<file path="config.mk">
export PLATFORM = sky130hd
export DESIGN_NAME = wdt_prewarn
export DESIGN_NICKNAME = d
export VERILOG_FILES = /design/src/rtl/wdt_pkg.sv /design/src/rtl/wdt_prescaler.sv /design/src/rtl/wdt_core.sv /design/src/rtl/wdt_lockout.sv /design/src/rtl/wdt_prewarn.sv
export SDC_FILE = /design/constraint.sdc
export NUM_CORES = 1
export LEC_CHECK = 0
export BUFFER_PORTS_ARGS = -buffer_cell sky130_fd_sc_hd__buf_4
export CELL_PAD_IN_SITES_DETAIL_PLACEMENT = 0
export CELL_PAD_IN_SITES_GLOBAL_PLACEMENT = 1
export CORE_AREA = 2 2 91 76
export CTS_BUF_LIST = sky130_fd_sc_hd__clkbuf_8
export CTS_CLUSTER_SIZE = 20
export DETAILED_ROUTE_END_ITERATION = 10
export DIE_AREA = 0 0 93 78
export PLACE_DENSITY = 0.71
export SYNTH_ARGS = -nofsm -noshare
export SYNTH_HDL_FRONTEND = slang
export SYNTH_SLANG_ARGS = --single-unit
</file>
<file path="constraint.sdc">
create_clock -name clk_i -period 2.6 [get_ports clk_i]
set_clock_uncertainty 0.05 [all_clocks]
set_input_delay 0.39 -clock clk_i [delete_from_list [all_inputs] [get_ports clk_i]]
set_output_delay 0.39 -clock clk_i [all_outputs]
set_load 0.1 [all_outputs]
</file>
<file path="src/rtl/wdt_pkg.sv">
package wdt_pkg;
  typedef enum logic [1:0] {
    WD_TIMEOUT = 2'd0,
    WD_NORMAL  = 2'd1,
    WD_WARN    = 2'd2,
    WD_TRIPPED = 2'd3
  } wd_mode_e;
endpackage

</file>
<file path="src/rtl/wdt_prescaler.sv">
module wdt_prescaler #(
  parameter int unsigned DIV_LO = 256,
  parameter int unsigned DIV_HI = 16384
) (
  input  logic clk_i,
  input  logic rst_ni,
  input  logic sel_i,
  input  logic clear_i,
  output logic tick_o
);
  localparam int unsigned PRE_W = $clog2(DIV_HI);
  localparam logic [PRE_W-1:0] LIM_LO = PRE_W'(DIV_LO - 1);
  localparam logic [PRE_W-1:0] LIM_HI = PRE_W'(DIV_HI - 1);

  logic [PRE_W-1:0] pre_q;
  logic [PRE_W-1:0] lim;

  assign lim    = sel_i ? LIM_HI : LIM_LO;
  assign tick_o = (pre_q >= lim);

  always_ff @(posedge clk_i or negedge rst_ni) begin
    if (!rst_ni)                pre_q <= '0;
    else if (clear_i || tick_o) pre_q <= '0;
    else                        pre_q <= pre_q + 1'b1;
  end


  tick_spacing_chk: assert property (@(posedge clk_i) disable iff (!rst_ni)
    tick_o |=> !tick_o);
endmodule

</file>
<file path="src/rtl/wdt_core.sv">
module wdt_core
  import wdt_pkg::*;
#(
  parameter int unsigned CNT_W    = 16,
  parameter int unsigned PW_TICKS = 256
) (
  input  logic             clk_i,
  input  logic             rst_ni,
  input  logic             tick_i,
  input  logic             service_i,
  input  logic             error_i,
  input  logic             disable_i,
  input  logic [CNT_W-1:0] reload_i,
  output wd_mode_e         mode_o,
  output logic             clear_o,
  output logic             trip_o
);
  localparam logic [CNT_W-1:0] FIXED  = CNT_W'((1 << CNT_W) - PW_TICKS);
  localparam logic [CNT_W-1:0] CNTMAX = '1;

  wd_mode_e         mode_q, mode_d;
  logic [CNT_W-1:0] cnt_q, cnt_d;
  logic             open_phase;
  logic             wrap;

  assign open_phase = (mode_q == WD_TIMEOUT) || (mode_q == WD_NORMAL);
  assign wrap       = tick_i && (cnt_q == CNTMAX);
  assign clear_o    = open_phase && (error_i || service_i);
  assign mode_o     = mode_q;

  always_comb begin
    mode_d = mode_q;
    cnt_d  = cnt_q;
    trip_o = 1'b0;
    unique case (mode_q)
      WD_TIMEOUT, WD_NORMAL: begin
        if (error_i) begin
          mode_d = WD_WARN;
          cnt_d  = FIXED;
        end else if (service_i) begin
          mode_d = WD_NORMAL;
          cnt_d  = reload_i;
        end else if (tick_i && !(mode_q == WD_NORMAL && disable_i)) begin
          if (wrap) begin
            mode_d = WD_WARN;
            cnt_d  = FIXED;
          end else begin
            cnt_d = cnt_q + 1'b1;
          end
        end
      end
      WD_WARN: begin
        if (wrap) begin
          mode_d = WD_TRIPPED;
          trip_o = 1'b1;
        end else if (tick_i) begin
          cnt_d = cnt_q + 1'b1;
        end
      end
      default: ;
    endcase
  end

  always_ff @(posedge clk_i or negedge rst_ni) begin
    if (!rst_ni) begin
      mode_q <= WD_TIMEOUT;
      cnt_q  <= FIXED;
    end else begin
      mode_q <= mode_d;
      cnt_q  <= cnt_d;
    end
  end


  error_entry_chk: assert property (@(posedge clk_i) disable iff (!rst_ni)
    (open_phase && error_i) |=> (mode_q == WD_WARN && cnt_q == FIXED));

  service_load_chk: assert property (@(posedge clk_i) disable iff (!rst_ni)
    (open_phase && service_i && !error_i) |=>
      (mode_q == WD_NORMAL && cnt_q == $past(reload_i)));

  disable_freeze_chk: assert property (@(posedge clk_i) disable iff (!rst_ni)
    (mode_q == WD_NORMAL && disable_i && !service_i && !error_i) |=> $stable(cnt_q));

  tripped_sticky_chk: assert property (@(posedge clk_i) disable iff (!rst_ni)
    (mode_q == WD_TRIPPED) |=> (mode_q == WD_TRIPPED));
endmodule

</file>
<file path="src/rtl/wdt_lockout.sv">
module wdt_lockout (
  input  logic clk_i,
  input  logic por_ni,
  input  logic trip_i,
  output logic held_o
);
  logic flag_q, held_q;

  always_ff @(posedge clk_i or negedge por_ni) begin
    if (!por_ni) begin
      flag_q <= 1'b0;
      held_q <= 1'b0;
    end else if (trip_i) begin
      flag_q <= 1'b1;
      if (flag_q) held_q <= 1'b1;
    end
  end

  assign held_o = held_q;


  held_sticky_chk: assert property (@(posedge clk_i) disable iff (!por_ni)
    held_q |=> held_q);

  held_needs_flag_chk: assert property (@(posedge clk_i) disable iff (!por_ni)
    $rose(held_q) |-> $past(flag_q));
endmodule

</file>
<file path="src/rtl/wdt_prewarn.sv">
module wdt_prewarn
  import wdt_pkg::*;
#(
  parameter int unsigned CNT_W    = 16,
  parameter int unsigned PW_TICKS = 256,
  parameter int unsigned DIV_LO   = 256,
  parameter int unsigned DIV_HI   = 16384
) (
  input  logic             clk_i,
  input  logic             rst_ni,
  input  logic             por_ni,
  input  logic             service_i,
  input  logic [CNT_W-1:0] reload_i,
  input  logic             presc_sel_i,
  input  logic             disable_i,
  input  logic             error_i,
  output logic             nmi_o,
  output logic             reset_req_o,
  output logic             held_o
);
  wd_mode_e mode;
  logic     tick, clear, trip, sys_rst_n, held;

  // power-on reset also resets the system domain
  assign sys_rst_n = rst_ni && por_ni;

  wdt_prescaler #(.DIV_LO(DIV_LO), .DIV_HI(DIV_HI)) i_pre (
    .clk_i  (clk_i),
    .rst_ni (sys_rst_n),
    .sel_i  (presc_sel_i),
    .clear_i(clear),
    .tick_o (tick)
  );

  wdt_core #(.CNT_W(CNT_W), .PW_TICKS(PW_TICKS)) i_core (
    .clk_i    (clk_i),
    .rst_ni   (sys_rst_n),
    .tick_i   (tick),
    .service_i(service_i),
    .error_i  (error_i),
    .disable_i(disable_i),
    .reload_i (reload_i),
    .mode_o   (mode),
    .clear_o  (clear),
    .trip_o   (trip)
  );

  wdt_lockout i_lock (
    .clk_i (clk_i),
    .por_ni(por_ni),
    .trip_i(trip),
    .held_o(held)
  );

  assign nmi_o       = (mode == WD_WARN);
  assign reset_req_o = (mode == WD_TRIPPED) || held;
  assign held_o      = held;


  nmi_to_req_chk: assert property (@(posedge clk_i) disable iff (!sys_rst_n)
    trip |=> (reset_req_o && !nmi_o));

  held_forces_req_chk: assert property (@(posedge clk_i) disable iff (!por_ni)
    held_o |-> reset_req_o);
endmodule

</file>
Word-level counts from Yosys, hierarchy flattened:

Index checks and enable logic that the tools add are counted.

* bits in registers: 34
* output and inout bits: 3

* $add $sub $neg: 2
* magnitude comparators: 1
* equality and inequality tests: 9
* mux-type cells: 17
* reduce and logical (&&, ||, !) cells: 16

Operators by type and width (count)
* $mux W16: 6
* $pmux W16 S2: 1
* $mux W14: 2
* $add A16 B1 Y16 const B: 1
* $eq A16 B16 Y1 const B: 1
* $add A14 B1 Y14 const B: 1
* $ge A14 B14 Y1: 1
* $mux W2: 5
* $ne A4 B3 Y1 const B: 2
* $reduce_and A4 Y1: 2
* $logic_and A1 B1 Y1: 5
* $eq A2 B2 Y1 const B: 2
* $logic_or A1 B1 Y1: 4
* $ne A2 B1 Y1 const B: 2
* $pmux W2 S2: 1
* $eq A2 B1 Y1 const B: 1
* $logic_not A2 Y1: 1
* $mux W1: 2
* $ne A2 B2 Y1 const B: 1
* $reduce_and A2 Y1: 1
* $reduce_bool A2 Y1: 1
* $reduce_or A2 Y1: 1
* $logic_not A1 Y1: 1

Depth between registers and ports, before layout:

* word-level depth: 8
* depth in mapped cells: 10
* gate-level depth less buffers: 8

Hierarchy:

A second synthesis with hierarchy kept.

* cells, all modules: 232
* area total of the unflattened synthesis: 2154.6 um^2

By module, submodules not included
* wdt_core: times used 1, cells an instance 141, area each 1248.7 um^2
* wdt_prescaler: times used 1, cells an instance 84, area each 820.8 um^2
* wdt_lockout: times used 1, cells an instance 4, area each 65.1 um^2
* wdt_prewarn: times used 1, cells an instance 3, area each 20.0 um^2

Worst setup path before layout:

No wires, ideal clock.

* kind: register to register
* start: register i_core.mode_q[1] (netlist: i_core.mode_o[1])
* end: register i_core.cnt_q[3]
* library setup time: 121 ps
* data arrival time: 2378 ps
* required time: 2429 ps
* setup slack: 51 ps
* cell stages (with the launch flop): 8
* period minus slack after synthesis: 2549 ps
* path through: dfrtp_1 -> clkbuf_1 -> nand2b_1 -> clkinv_1 -> a21o_1 -> buf_6 -> a32o_1 -> a22o_1

* elaborated cells between the ends (all ways): 13
* those cells by class: eq/ne: 5; mux: 1; reduce/logical: 7

RTL lines
* start, declared: RTL line wdt_core.sv:21 `wd_mode_e mode_q, mode_d;`
* start signal, assigned: RTL line wdt_core.sv:69 `mode_q <= mode_d;`
* $eq A2 B2 Y1 (*)
* net nmi_o: RTL line wdt_prewarn.sv:17 `output logic nmi_o,`
* $ne A2 B1 Y1 (no line) (tied with other cells)
* $reduce_and A4 Y1 (no line)
* end signal, assigned: RTL line wdt_core.sv:70 `cnt_q <= cnt_d;`
* end, declared: RTL line wdt_core.sv:22 `logic [CNT_W-1:0] cnt_q, cnt_d;`

The timed path passes the listed nets; every way through them passes the cells marked *.
A chain may end at the register's enable or synchronous reset.

Worst setup path in the final report:

* start: register i_pre.pre_q[9]
* end: register i_core.cnt_q[4]

* longest elaborated chain between the ends: 7
* elaborated cells between the ends (all ways): 12
* those cells by class: order compare: 1; eq/ne: 3; mux: 5; reduce/logical: 3

Ends and longest elaborated chain
* start, declared: RTL line wdt_prescaler.sv:15 `logic [PRE_W-1:0] pre_q;`
* start signal, assigned: RTL line wdt_prescaler.sv:24 `else pre_q <= pre_q + 1'b1;`
* $ge A14 B14 Y1 (*): RTL line wdt_prescaler.sv:19 `assign tick_o = (pre_q >= lim);`
* $logic_and A1 B1 Y1: RTL line wdt_core.sv:27 `assign wrap = tick_i && (cnt_q == CNTMAX);`
* $mux W16: RTL line wdt_core.sv:44 `if (wrap) begin`
* $mux W16: RTL line wdt_core.sv:43 `end else if (tick_i && !(mode_q == WD_NORMAL && disable_i)) begin`
* $mux W16: RTL line wdt_core.sv:40 `end else if (service_i) begin`
* $mux W16: RTL line wdt_core.sv:37 `if (error_i) begin`
* $pmux W16 S2: RTL line wdt_core.sv:35 `unique case (mode_q)`

Mark *: on every way between the ends. The rest lies on a longest branch, timed or not. The select of a mux whose other input is x is not followed.

==> results.ini <==
[outcome]
status=complete, no violations

[sta]
max_freq_ghz=0.419
finalHoldViolCount=0
layout_worst_path_cycle_share=0.918
fin_setup_tns_ns=0
setup_viol=0
finalCriticalPeriod_ns=2.39
rsz0062_at_grt=no
tightest_slew_ns=0.481
maxSlewHeadroom=0.678
final_max_slew_viol_count=0

[setup_path]
worstPathArrival_ns=2.50
critPathLaunch=i_pre.pre_q[9]$_DFF_PN0_
cp_data_required_time_ns=2.71
reg2reg_from=i_pre.pre_q[9]$_DFF_PN0_
cp-end-kind=flip-flop
critPathKind=reg -> reg
cp-start-kind=flip-flop
cp_max_fo=6

[power_and_ir_drop]
pwr_density_cell_nw_per_um2=688
ir_worst_vdd_uv=331
leakage_nw=1.16

[clocking]
worstSkewPairLatency_ns=0.29
tritoncts=done
clockBufferDepth=2
cts_buffers=5
clock_sinks=34
cts.htree.levels=2
root_buffer=clkbuf_8
clkTransAtPathRegs_ns=0.07

[placed_design]
portBuffers=25
place_congestion=0.912
hpwl_um=3850
placedCellCount=354

[synthesis]
yosysWarnings=0
synth_cell_types=52
syn_nets=267
syn_inst=236
async_flop_share=1.00
yosysSeqAreaShare=0.399
syn_area_per_cell_um2=9.14
ys.flop_type=dfrtp_1
ys_ff_latch=34
syn_area_um2=2160
synth_edf_count=0

[min_path]
holdCritPathClass=in -> async

[layout]
area_growth_syn_to_layout_pct=22.7
stdcell_count=363
utilization=0.424
antennaDiodeCount=0
nNetsFinal=309
fillers=657
drive_above_1_share=0.254

[global_routing]
antenna_found_initial=0
grt_usage=0.156
grt_pass1_vias=1819
grt_max_degree=33
gr-total-overflow=0
grt_pass1_wl_um=9010

[drt]
wl_met1_um=2800
drtPass1Iterations=4
routed_via_density=5.25
via_count=1907
drt_iter0_markers=122
route.met2.wl_um=2260
wl_um=5340
dr_wl_met3_um=217
highest_layer=met4
ant_nets=0
drc=0
route.detailed.wl_per_inst_um=14.7

[floorplanning]
die_w_um=93
die-area_um2=7250
coreArea_um2=6250
die_y_um=78
top_level_ports=26
start_util=0.345
rows=26

[flow_run]
maxCapViolations=0

final timing paths:
path	endpoint	slack, ns	cells past startpoint
setup reg to reg	i_core.cnt_q[4]$_DFFE_PN0P_	0.21	9
setup / recovery	i_core.cnt_q[4]$_DFFE_PN0P_	0.21	9
max in group asynchronous	i_core.cnt_q[15]$_DFFE_PN1P_	1.40	4
hold / removal	i_core.cnt_q[1]$_DFFE_PN0P_	0.19	3
hold reg to reg	i_lock.flag_q$_DFFE_PN0N_	0.43	1
min in group clk_i	i_core.cnt_q[1]$_DFFE_PN0P_	0.30	3
sequential cells by signal, indices dropped and copies added (netlist names):
signal / flops
i_core.cnt_q: 16
i_pre.pre_q: 14
i_core.mode_o: 2
i_lock.flag_q: 1
i_lock.held_o: 1
power by group:
part	switching, mW	internal, mW
Combinational	0.295	0.252
Clock	0.198	0.210
Sequential	0.170	0.696
Total	0.663	1.16
per-layer routing:
layer  GRT usage  up-vias
met4      0.0471        0
met3      0.0301        8
met2       0.215       38
li1            -      951
met5           0        -
met1       0.241      910
cells in the final DEF, fill, tap and decap left out, types with 3 or more instances in the layout:
| cell | synthesis | layout |
|---|---|---|
| a22oi_1 | 3 | 3 |
| o22ai_1 | 7 | 6 |
| a21oi_1 | 20 | 20 |
| o22a_1 | 5 | 5 |
| and3_1 | 4 | 4 |
| ha_1 | 8 | 8 |
| dfrtp_1 | 26 | 26 |
| a21o_1 | 4 | 4 |
| nand4_1 | 7 | 7 |
| inv_1 | 14 | 15 |
| dfstp_2 | 8 | 8 |
| or2_2 | 3 | 3 |
| a31oi_1 | 5 | 5 |
| nor2_1 | 35 | 35 |
| clkbuf_8 | 0 | 6 |
| nand2_1 | 14 | 14 |
| xnor2_1 | 4 | 4 |
| xor2_1 | 8 | 8 |
| buf_4 | 0 | 43 |
| nand3_1 | 10 | 9 |
| o21ai_0 | 5 | 5 |
cell usage after synthesis (all sizes together), types with 5 or more instances:
library cell  instances  area [um^2]
nand2                14         52.6
dfrtp                26          651
inv                  14         52.6
nor2                 35          131
o22a                  6         53.8
ha                    8          100
dfstp                 8          210
a31oi                 5         31.3
nand3                10         50.1
nand4                 8         56.3
o22ai                 7         43.8
o21ai                 5         25.0
xor2                  8         70.1
a21oi                20          100
buf                   5         43.8
stage by stage:
stage	total power, mW	setup WS [ns]	instance area [um^2]	hold WS (ns)
after floorplan	1.22	0.0507	2160	0.0444
after global placement	1.40	0.0651	2530	0.126
after detailed placement	1.41	-0.0355	2530	0.127
after CTS	1.82	0.136	2630	0.210
after global routing	1.96	0.0275	2650	0.246
final	1.82	0.214	2650	0.192
worst max-delay path, stage by stage (launching register included):
cell,delay (ns)
dfrtp_1,0.44
ha_1,0.32
nand2_1,0.10
nor4_4,0.40
o311ai_4,0.13
a21o_1,0.26
buf_4,0.16
buf_4,0.15
a22oi_1,0.17
o22ai_1,0.11
area by class of cell:
class,instances,area (um^2),share of cell area
Clock buffer,6,82.6,0.0312
Clock inverter,2,8.76,0.00331
Inverter,15,56.3,0.0213
Multi-Input combinational cell,178,1200,0.453
Sequential cell,34,861,0.325
Tap cell,84,105,0.0397
Timing Repair Buffer,44,333,0.126
logic make-up (layout without fill, tap and decap cells):
group,count (synthesis),in the layout,share of synthesized area
AOI/OAI and AO/OA,69,69,0.235
and+or+nand+nor,89,89,0.218
DFF,34,34,0.399
xor gates and xnor gates,12,12,0.0487
buffers and inverters,24,67,0.0534
adders and majority gates,8,8,0.0464
timing repair:
action                     4_1_cts  5_1_grt
setup endpoints to repair        0        6
setup buffers                    0        0
hold endpoints to repair         2        0
hold buffers                     1        0
resized for setup                0        3
Note: power is estimated with default switching activity, not from simulation.
